`src/rtl/ulram_pkg.sv`:
```
package ulram_pkg;
  localparam int LANES  = 8;
  localparam int BYTE_W = 8;
  localparam int DATA_W = LANES * BYTE_W;

  typedef logic [DATA_W-1:0]   word_t;
  typedef logic [2*DATA_W-1:0] pair_t;
  typedef logic [LANES-1:0]    lanes_t;
  typedef logic [2*LANES-1:0]  pair_lanes_t;
  typedef logic [2:0]          off_t;

  // Power-up pattern: each byte equals the low bits of its own address.
  function automatic word_t pattern_word(int unsigned widx);
    word_t w;
    for (int i = 0; i < LANES; i++) begin
      w[i*BYTE_W +: BYTE_W] = BYTE_W'(widx * LANES + i);
    end
    return w;
  endfunction

  // Pull the eight bytes starting at 'off' out of two adjacent words.
  function automatic word_t gather(word_t lo, word_t hi, off_t off);
    pair_t p;
    p = {hi, lo} >> (32'(off) * BYTE_W);
    return p[DATA_W-1:0];
  endfunction

  // Move lane-0 packed write data up to its byte offset in a word pair.
  function automatic pair_t spread_data(word_t d, off_t off);
    return pair_t'(d) << (32'(off) * BYTE_W);
  endfunction

  function automatic pair_lanes_t spread_mask(lanes_t s, off_t off);
    return pair_lanes_t'(s) << off;
  endfunction
endpackage

```
`src/rtl/ulram_handshake.sv`:
```
module ulram_handshake (
  input  logic clk,
  input  logic rst,
  input  logic cyc,
  input  logic stb,
  output logic fire,
  output logic ack
);
  logic busy_q;

  // A request is taken only once stb has been observed low since the last one.
  assign fire = cyc && stb && !busy_q;

  always_ff @(posedge clk) begin
    if (rst) begin
      busy_q <= 1'b0;
      ack    <= 1'b0;
    end else begin
      ack <= fire;
      if (fire)      busy_q <= 1'b1;
      else if (!stb) busy_q <= 1'b0;
    end
  end
endmodule

```
`src/rtl/ulram_align.sv`:
```
module ulram_align
  import ulram_pkg::*;
#(
  parameter int ADDR_W = 64,
  parameter int WIDX_W = 1
) (
  input  logic [ADDR_W-1:0] adr,
  input  lanes_t            sel,
  input  word_t             wdat,
  input  word_t             rd_lo,
  input  word_t             rd_hi,
  output logic [WIDX_W-1:0] widx_lo,
  output logic [WIDX_W-1:0] widx_hi,
  output pair_lanes_t       wmask,
  output pair_t             wdata,
  output word_t             rd_word
);
  off_t off;
  logic unused_adr_hi;

  assign off     = adr[2:0];
  assign widx_lo = adr[3 +: WIDX_W];
  assign widx_hi = WIDX_W'(widx_lo + 1'b1);   // folds past the top word
  assign unused_adr_hi = ^adr[ADDR_W-1:3+WIDX_W];

  assign wmask   = spread_mask(sel, off);
  assign wdata   = spread_data(wdat, off);
  assign rd_word = gather(rd_lo, rd_hi, off);
endmodule

```
`src/rtl/ulram_store.sv`:
```
module ulram_store
  import ulram_pkg::*;
#(
  parameter int NWORDS = 2,
  parameter int WIDX_W = 1
) (
  input  logic              clk,
  input  logic              rst,
  input  logic              wr_fire,
  input  logic [WIDX_W-1:0] widx_lo,
  input  logic [WIDX_W-1:0] widx_hi,
  input  pair_lanes_t       wmask,
  input  pair_t             wdata,
  output word_t             rd_lo,
  output word_t             rd_hi
);
  word_t words [NWORDS];

  for (genvar j = 0; j < NWORDS; j++) begin : g_word
    word_t word_q;
    logic  hit_lo, hit_hi;

    assign hit_lo = wr_fire && (widx_lo == WIDX_W'(j));
    assign hit_hi = wr_fire && (widx_hi == WIDX_W'(j));

    always_ff @(posedge clk) begin
      if (rst) begin
        word_q <= pattern_word(j);
      end else begin
        for (int b = 0; b < LANES; b++) begin
          if (hit_lo && wmask[b])
            word_q[b*BYTE_W +: BYTE_W] <= wdata[b*BYTE_W +: BYTE_W];
          else if (hit_hi && wmask[LANES+b])
            word_q[b*BYTE_W +: BYTE_W] <= wdata[DATA_W + b*BYTE_W +: BYTE_W];
        end
      end
    end

    assign words[j] = word_q;
  end

  assign rd_lo = words[widx_lo];
  assign rd_hi = words[widx_hi];
endmodule

```
`src/rtl/ulram.sv`:
```
module ulram
  import ulram_pkg::*;
#(
  parameter int MEM_BYTES = 16,   // power of two, at least two words
  parameter int ADDR_W    = 64
) (
  input  logic              clk,
  input  logic              rst,
  input  logic              wb_cyc,
  input  logic              wb_stb,
  input  logic              wb_we,
  input  logic [7:0]        wb_sel,
  input  logic [ADDR_W-1:0] wb_adr,
  input  logic [63:0]       wb_dat_w,
  output logic [63:0]       wb_dat_r,
  output logic              wb_ack
);
  localparam int NWORDS = MEM_BYTES / LANES;
  localparam int WIDX_W = $clog2(NWORDS);

  logic              acc_fire;
  logic              wr_fire;
  logic [WIDX_W-1:0] widx_lo, widx_hi;
  pair_lanes_t       wmask;
  pair_t             wdata;
  word_t             rd_lo, rd_hi, rd_word;
  word_t             rdata_q;

  ulram_handshake u_hs (
    .clk (clk), .rst (rst), .cyc (wb_cyc), .stb (wb_stb),
    .fire(acc_fire), .ack (wb_ack)
  );

  ulram_align #(.ADDR_W(ADDR_W), .WIDX_W(WIDX_W)) u_align (
    .adr    (wb_adr),  .sel    (wb_sel),  .wdat (wb_dat_w),
    .rd_lo  (rd_lo),   .rd_hi  (rd_hi),
    .widx_lo(widx_lo), .widx_hi(widx_hi),
    .wmask  (wmask),   .wdata  (wdata),   .rd_word(rd_word)
  );

  assign wr_fire = acc_fire && wb_we;

  ulram_store #(.NWORDS(NWORDS), .WIDX_W(WIDX_W)) u_store (
    .clk    (clk),     .rst    (rst),     .wr_fire(wr_fire),
    .widx_lo(widx_lo), .widx_hi(widx_hi),
    .wmask  (wmask),   .wdata  (wdata),
    .rd_lo  (rd_lo),   .rd_hi  (rd_hi)
  );

  always_ff @(posedge clk) begin
    if (rst)                    rdata_q <= '0;
    else if (acc_fire && !wb_we) rdata_q <= rd_word;
  end

  assign wb_dat_r = rdata_q;
endmodule

```
`config.mk`:
```
export PLATFORM = sky130hd
export DESIGN_NAME = ulram
export DESIGN_NICKNAME = d
export VERILOG_FILES = /design/src/rtl/ulram_pkg.sv /design/src/rtl/ulram_handshake.sv /design/src/rtl/ulram_align.sv /design/src/rtl/ulram_store.sv /design/src/rtl/ulram.sv
export SDC_FILE = /design/constraint.sdc
export NUM_CORES = 1
export LEC_CHECK = 0
export BUFFER_PORTS_ARGS = -buffer_cell sky130_fd_sc_hd__buf_2
export CAP_MARGIN = 20
export CORE_ASPECT_RATIO = 0.75
export CORE_MARGIN = 2
export CORE_UTILIZATION = 35
export CTS_CLUSTER_DIAMETER = 150
export DETAILED_ROUTE_END_ITERATION = 6
export PLACE_DENSITY = 0.51
export RECOVER_POWER = 50
export SYNTH_ARGS = -nofsm -noshare
export SYNTH_HDL_FRONTEND = slang
export SYNTH_SLANG_ARGS = --single-unit
```
`constraint.sdc`:
```
create_clock -name clk -period 2.7 [get_ports clk]
set_input_delay 0.81 -clock clk [delete_from_list [all_inputs] [get_ports clk]]
set_output_delay 0.81 -clock clk [all_outputs]
set_load 0.1 [all_outputs]
```
; Word-level counts from Yosys, hierarchy flattened
; Cells that the tools add are included.
[classes]
bitwise_logic = 4
add_sub_neg = 1
mux = 40
magnitude_cmp = 2
n_reduce_logical = 58
n_shift = 3
eq_ne = 1
[ops]
columns = cell, n
row1 = 64-bit 2-to-1 mux, 6
row2 = 8-bit 2-to-1 mux, 32
row3 = 64-bit by 6-bit left shift with 128-bit output, 1
row4 = 128-bit by 6-bit >> shifter with 64-bit output, 1
row5 = 1-bit logical AND, 40
row6 = 2-bit nonzero test, 16
row7 = 8-bit by 3-bit left shift with 16-bit output, 1
row8 = "2-bit greater-or-equal comparator, second input constant", 2
row9 = 1-bit inverter with 2-bit output, 2
row10 = 1-bit logical NOT, 2
row11 = 1-bit 2-to-1 mux, 2
row12 = "2-bit by 1-bit != test with 1-bit output, second input constant", 1
row13 = 1-bit inverter, 2
row14 = "1-bit adder, second input constant", 1
[totals]
out_inout_bits = 65
register_bits = 194

; Logic depth before layout (Yosys ltp)
[depth]
depth_word = 7
depth_mapped = 10
ltp_nobuf = 5

; By module
; Synthesis repeated with hierarchy kept, for this count alone.
[unflattened]
hier_cells = 1861
hier_area_um2 = 16399.5
[modules_own_cells]
columns = mod, cells_per_inst, n_inst, area_per_inst_um2
row1 = ulram_store, 860, 1, 7634.8
row2 = ulram_align, 702, 1, 5442.7
row3 = ulram, 293, 1, 3248.1
row4 = ulram_handshake, 6, 1, 73.8

; Least setup slack after synthesis
; Ideal clock, no wire load.
[synth_path]
path_kind = input port to flip-flop
start = in wb_adr[0]
end = reg u_store.g_word[0].word_q[17]
setup_time_ps = 120
setup_slack_ps = 143
path_stages = 6
arrival_time_ps = 2437
path_buffers = 1
cell_sequence = buf_6 -> mux4_2 -> a22o_1 -> nand2_1 -> mux2_2 -> a211o_1
[synth_between]
elab_chain_len = 3
word_cells_on_any_way = 7
cone_classes = shift: 2 / mux: 2 / reduce/logical: 3
[synth_lines]
columns = element, line_no
row1 = from (decl), ulram.sv:13  ; input logic [ADDR_W-1:0] wb_adr,
row2 = 64-bit by 6-bit left shift with 128-bit output or 8-bit by 3-bit left shift with 16-bit output (tied branches), "ulram_pkg.sv:30, ulram_pkg.sv:34"
row3 = 8-bit 2-to-1 mux (tied with other cells), ulram_store.sv:33  ; else if (hit_hi && wmask[LANES+b])
row4 = 8-bit 2-to-1 mux or 2-bit nonzero test (tied branches), n/a
row5 = to (signal assigned), ulram_store.sv:28  ; word_q <= pattern_word(j);
row6 = "to (signal, indexed assignment)", ulram_store.sv:32  ; word_q[b*BYTE_W +: BYTE_W] <= wdata[b*BYTE_W +: BYTE_W];
row7 = "to (signal, indexed assignment)", ulram_store.sv:34  ; word_q[b*BYTE_W +: BYTE_W] <= wdata[DATA_W + b*BYTE_W +: BYTE_W];
row8 = to (decl), ulram_store.sv:20  ; word_t word_q;
; Several ways; a longest one is shown, not always the timed one. The select of a mux whose other input is x is not followed.
; A chain may end at the register's enable or synchronous reset.

; Final worst setup path
[layout_path]
start = reg u_hs.ack
end = out wb_ack
[layout_rtl]
columns = element, line_no
row1 = from (decl), ulram_handshake.sv:7  ; output logic ack
row2 = from (signal assigned), ulram_handshake.sv:19  ; ack <= fire;
row3 = to (decl), ulram.sv:16  ; output logic wb_ack
; No word-level cell between the ends.

==> results.sh <==
export IMPL_yosys_area_share_xor_xnor_pct=0
export IMPL_max_slew_margin_rel_pct=23.4
export IMPL_die_width_um=236
export IMPL_clockBufferDepth=2
export IMPL_cts_tree="done"
export IMPL_cts_resized=0
export IMPL_syn_area_um2=14200
export IMPL_yosysWarnings=0
export IMPL_core_area_um2=39700
export IMPL_diodes=0
export IMPL_synth_edff_count=0
export IMPL_cp_end_kind="primary output"
export IMPL_worstSetupPathType="reg2out"
export IMPL_start_kind="register"
export IMPL_use_met1_pct=38.9
export IMPL_vias=13300
export IMPL_syn_nets=1551
export IMPL_grt_pass1_wl_mm=84.7
export IMPL_drive_gt1_share_pct=33.6
export IMPL_cts_hold_buf=0
export IMPL_avgRoutedWirePerCell_um=26.9
export IMPL_p_switching_uw=2500
export IMPL_antenna_found_initial=3
export IMPL_grt_max_degree=108
export IMPL_tightestPinTransition_ns=1.15
export IMPL_numCtsBuffers=17
export IMPL_clock_latency_ns=0.47
export IMPL_port_buffers=145
export IMPL_overflow=0
export IMPL_num_rows=63
export IMPL_hold_viol=0
export IMPL_fill_cells=3946
export IMPL_first_pass_iters=6
export IMPL_max_stage_delay_ns=0.85
export IMPL_vias_per_cell=6.18
export IMPL_clockRootBuffer="clkbuf_16"
export IMPL_drt_iter0_markers=1373
export IMPL_avgSynthCellArea_um2=10.1
export IMPL_critPathBufInv=1
export IMPL_clkSinkCount=194
export IMPL_synth_top_family_by_area="multiplexers"
export IMPL_synth_fa_ha_area_share_pct=0
export IMPL_wl_mm=57.7
export IMPL_pwr_share_comb_pct=23.8
export IMPL_outcome="finished, final reports clean"
export IMPL_cp_top_family="buffers and inverters"
export IMPL_ant_nets=0
export IMPL_ys_async_sr_fraction_pct=0
export IMPL_slew_violations=0
export IMPL_ioPinCount=206
export IMPL_cp_arrival_ns=1.64
export IMPL_worstPathRequired_ns=1.89
export IMPL_cap_violations=0
export IMPL_muxShareOfSynthArea_pct=39.9
export IMPL_post_cts_buffers=0
export IMPL_seq_power_share_pct=40.7
export IMPL_finalSetupViolCount=0
export IMPL_synth_simple_area_share_pct=11.1
export IMPL_gr_usage_met3_pct=4.95
export IMPL_synth_compound_area_share_pct=16.4
export IMPL_yosysSeqAreaShare_pct=27.4
export IMPL_track_usage_pct=27.5
export IMPL_synthCells=1410
export IMPL_multi_input_area_um2=9520
export IMPL_worst_path_max_delay_cell="clkbuf_1"
export IMPL_use_met2_pct=42.7
export IMPL_powerDensity_nw_per_um2=435
export IMPL_tns_ns=0
export IMPL_clk_pin_slew_worst_paths_ns=0.09
export IMPL_start_util_pct=35.7
export IMPL_p_leak_uw=0.00677
export IMPL_hold_class="reg2reg"
export IMPL_swShare_pct=33.9
export IMPL_hold_ws_ns=0.469
export IMPL_ys_flop_type="dfxtp_1"
export IMPL_drcViolationCount=0
export IMPL_pwr_share_clk_pct=35.5
export IMPL_busiest_layer="met2"
export IMPL_ys_seq_elements=194
export IMPL_ctsHtreeMaxLevel=4
export IMPL_die_height_um=178
export IMPL_fin_crit_ns=2.45
export IMPL_max_freq_mhz=408
export IMPL_nets=1754
export IMPL_syn2layout_area_growth_pct=19.3
export IMPL_rsz0062_at_grt="no"
export IMPL_crit_fanout=1
export IMPL_intPower_uw=4870
export IMPL_vdd_ir_drop_max_v=0.000463
export IMPL_clock_skew_ns=0.0199
export IMPL_grt_pass1_vias=12400
export IMPL_ff_latch_area_um2=3880
export IMPL_gp_congestion=0.964
export IMPL_crit_chain="clkbuf_1"
export IMPL_hpwl_mm=46.3
export IMPL_ys_types=65
export IMPL_dieArea_um2=42200
export IMPL_fin_crit_sh_pct=90.7
==> layout make-up <==
| cell class | count | area share (%) |
|---|---|---|
| Multi-Input combinational cell | 1065 | 56.3 |
| Sequential cell | 194 | 23.0 |
| Timing Repair Buffer | 310 | 12.9 |
| Tap cell | 520 | 3.85 |
| Clock buffer | 18 | 2.60 |
| Clock inverter | 14 | 0.843 |
| Inverter | 25 | 0.584 |
==> worst min-delay path: cells and delay by family (launching register included) <==
family          cells  cell delay [ns]
compound gates      1             0.06
simple gates        1             0.05
flops               1             0.33
==> sequential cells by signal, summed over array words and instances, names as in the netlist <==
signal and count:
u_hs.ack 1, wb_dat_r 64, u_hs.busy_q 1, u_store.g_word.word_q 128
==> power groups by stage <==
stage	logic, µW	clock network [µW]	registers [µW]
floorplan	968	0	3190
global placement	1730	0	3060
detailed placement	1740	0	3060
CTS	1750	2640	2990
global route	1850	2750	3000
finish	1760	2610	3000
==> per-layer routing <==
layer | wire [µm] | part of all wire [%]
met1 | 26600 | 46
met2 | 25400 | 44
met3 | 4040 | 7.0
met4 | 1620 | 2.8
met5 | 24 | 0.042
==> synth_stat cells, types with 7 or more instances <==
cell type | instances | area (µm²)
mux2i_1 | 221 | 2210
dfxtp_1 | 194 | 3880
nand2_1 | 170 | 638
mux4_2 | 120 | 2700
o221ai_1 | 74 | 648
a21oi_1 | 73 | 365
nor2_1 | 71 | 267
mux2_2 | 66 | 743
clkbuf_1 | 52 | 195
buf_2 | 48 | 240
o21ai_0 | 31 | 155
a211oi_1 | 26 | 195
inv_1 | 24 | 90.1
o22ai_1 | 18 | 113
nor3_1 | 15 | 75.1
buf_4 | 14 | 105
nor2b_1 | 13 | 81.3
and3_1 | 11 | 68.8
nand3_1 | 11 | 55.1
o2bb2ai_1 | 11 | 96.3
a22oi_1 | 10 | 75.1
and2_1 | 9 | 56.3
o221a_2 | 9 | 101
a221oi_1 | 8 | 70.1
a2111oi_2 | 7 | 105
a211o_1 | 7 | 61.3
==> through the flow <==
| step | setup slack, ns | utilization (%) | area [µm²] | total power (µW) | instances |
|---|---|---|---|---|---|
| after floorplan | 0.143 | - | 14200 | 4160 | 1410 |
| after global placement | -0.0664 | 41.5 | 16500 | 4790 | 2114 |
| after detailed placement | -0.0905 | 41.5 | 16500 | 4800 | 2114 |
| after CTS | 0.406 | 42.9 | 17100 | 7380 | 2146 |
| after global routing | 0.137 | 42.6 | 16900 | 7600 | 2146 |
| final | 0.251 | 42.6 | 16900 | 7360 | 2146 |
==> cells in the final DEF (no fill, tap or decap), types with 13 or more instances in the layout <==
master	synthesis	layout
mux2i_1	221	221
mux4_2	120	120
buf_12	0	20
a21oi_1	73	73
o22ai_1	18	18
buf_2	48	76
nor3_1	15	17
clkbuf_2	0	65
o21ai_0	31	32
clkbuf_1	52	14
inv_1	24	24
buf_4	14	133
clkbuf_16	0	17
nand2_1	170	171
a211oi_1	26	26
mux2_2	66	65
dfxtp_1	194	194
o221ai_1	74	74
nor2_1	71	71
nor2b_1	13	13
==> worst paths after layout <==
check	endpoint	from	depth (start not counted)	slack, ns
max	wb_ack	u_hs.ack$_SDFF_PP0_	1	0.25
min	wb_dat_r[26]$_SDFFE_PP0P_	wb_dat_r[26]$_SDFFE_PP0P_	2	0.47
max reg2reg	u_store.g_word[0].word_q[0]$_SDFFE_PP0P_	u_hs.busy_q$_SDFFE_PP0P_	6	0.34
min reg2reg	wb_dat_r[26]$_SDFFE_PP0P_	wb_dat_r[26]$_SDFFE_PP0P_	2	0.47
==> cells by family (layout without fill, tap and decap cells) <==
logic type | Yosys count | in the layout
multiplexers | 407 | 407
AND/OR/NAND/NOR | 344 | 344
AO/OA/AOI/OAI | 314 | 314
flip-flops | 194 | 194
buffers and inverters | 151 | 367
(Power assumes the default switching activity.)
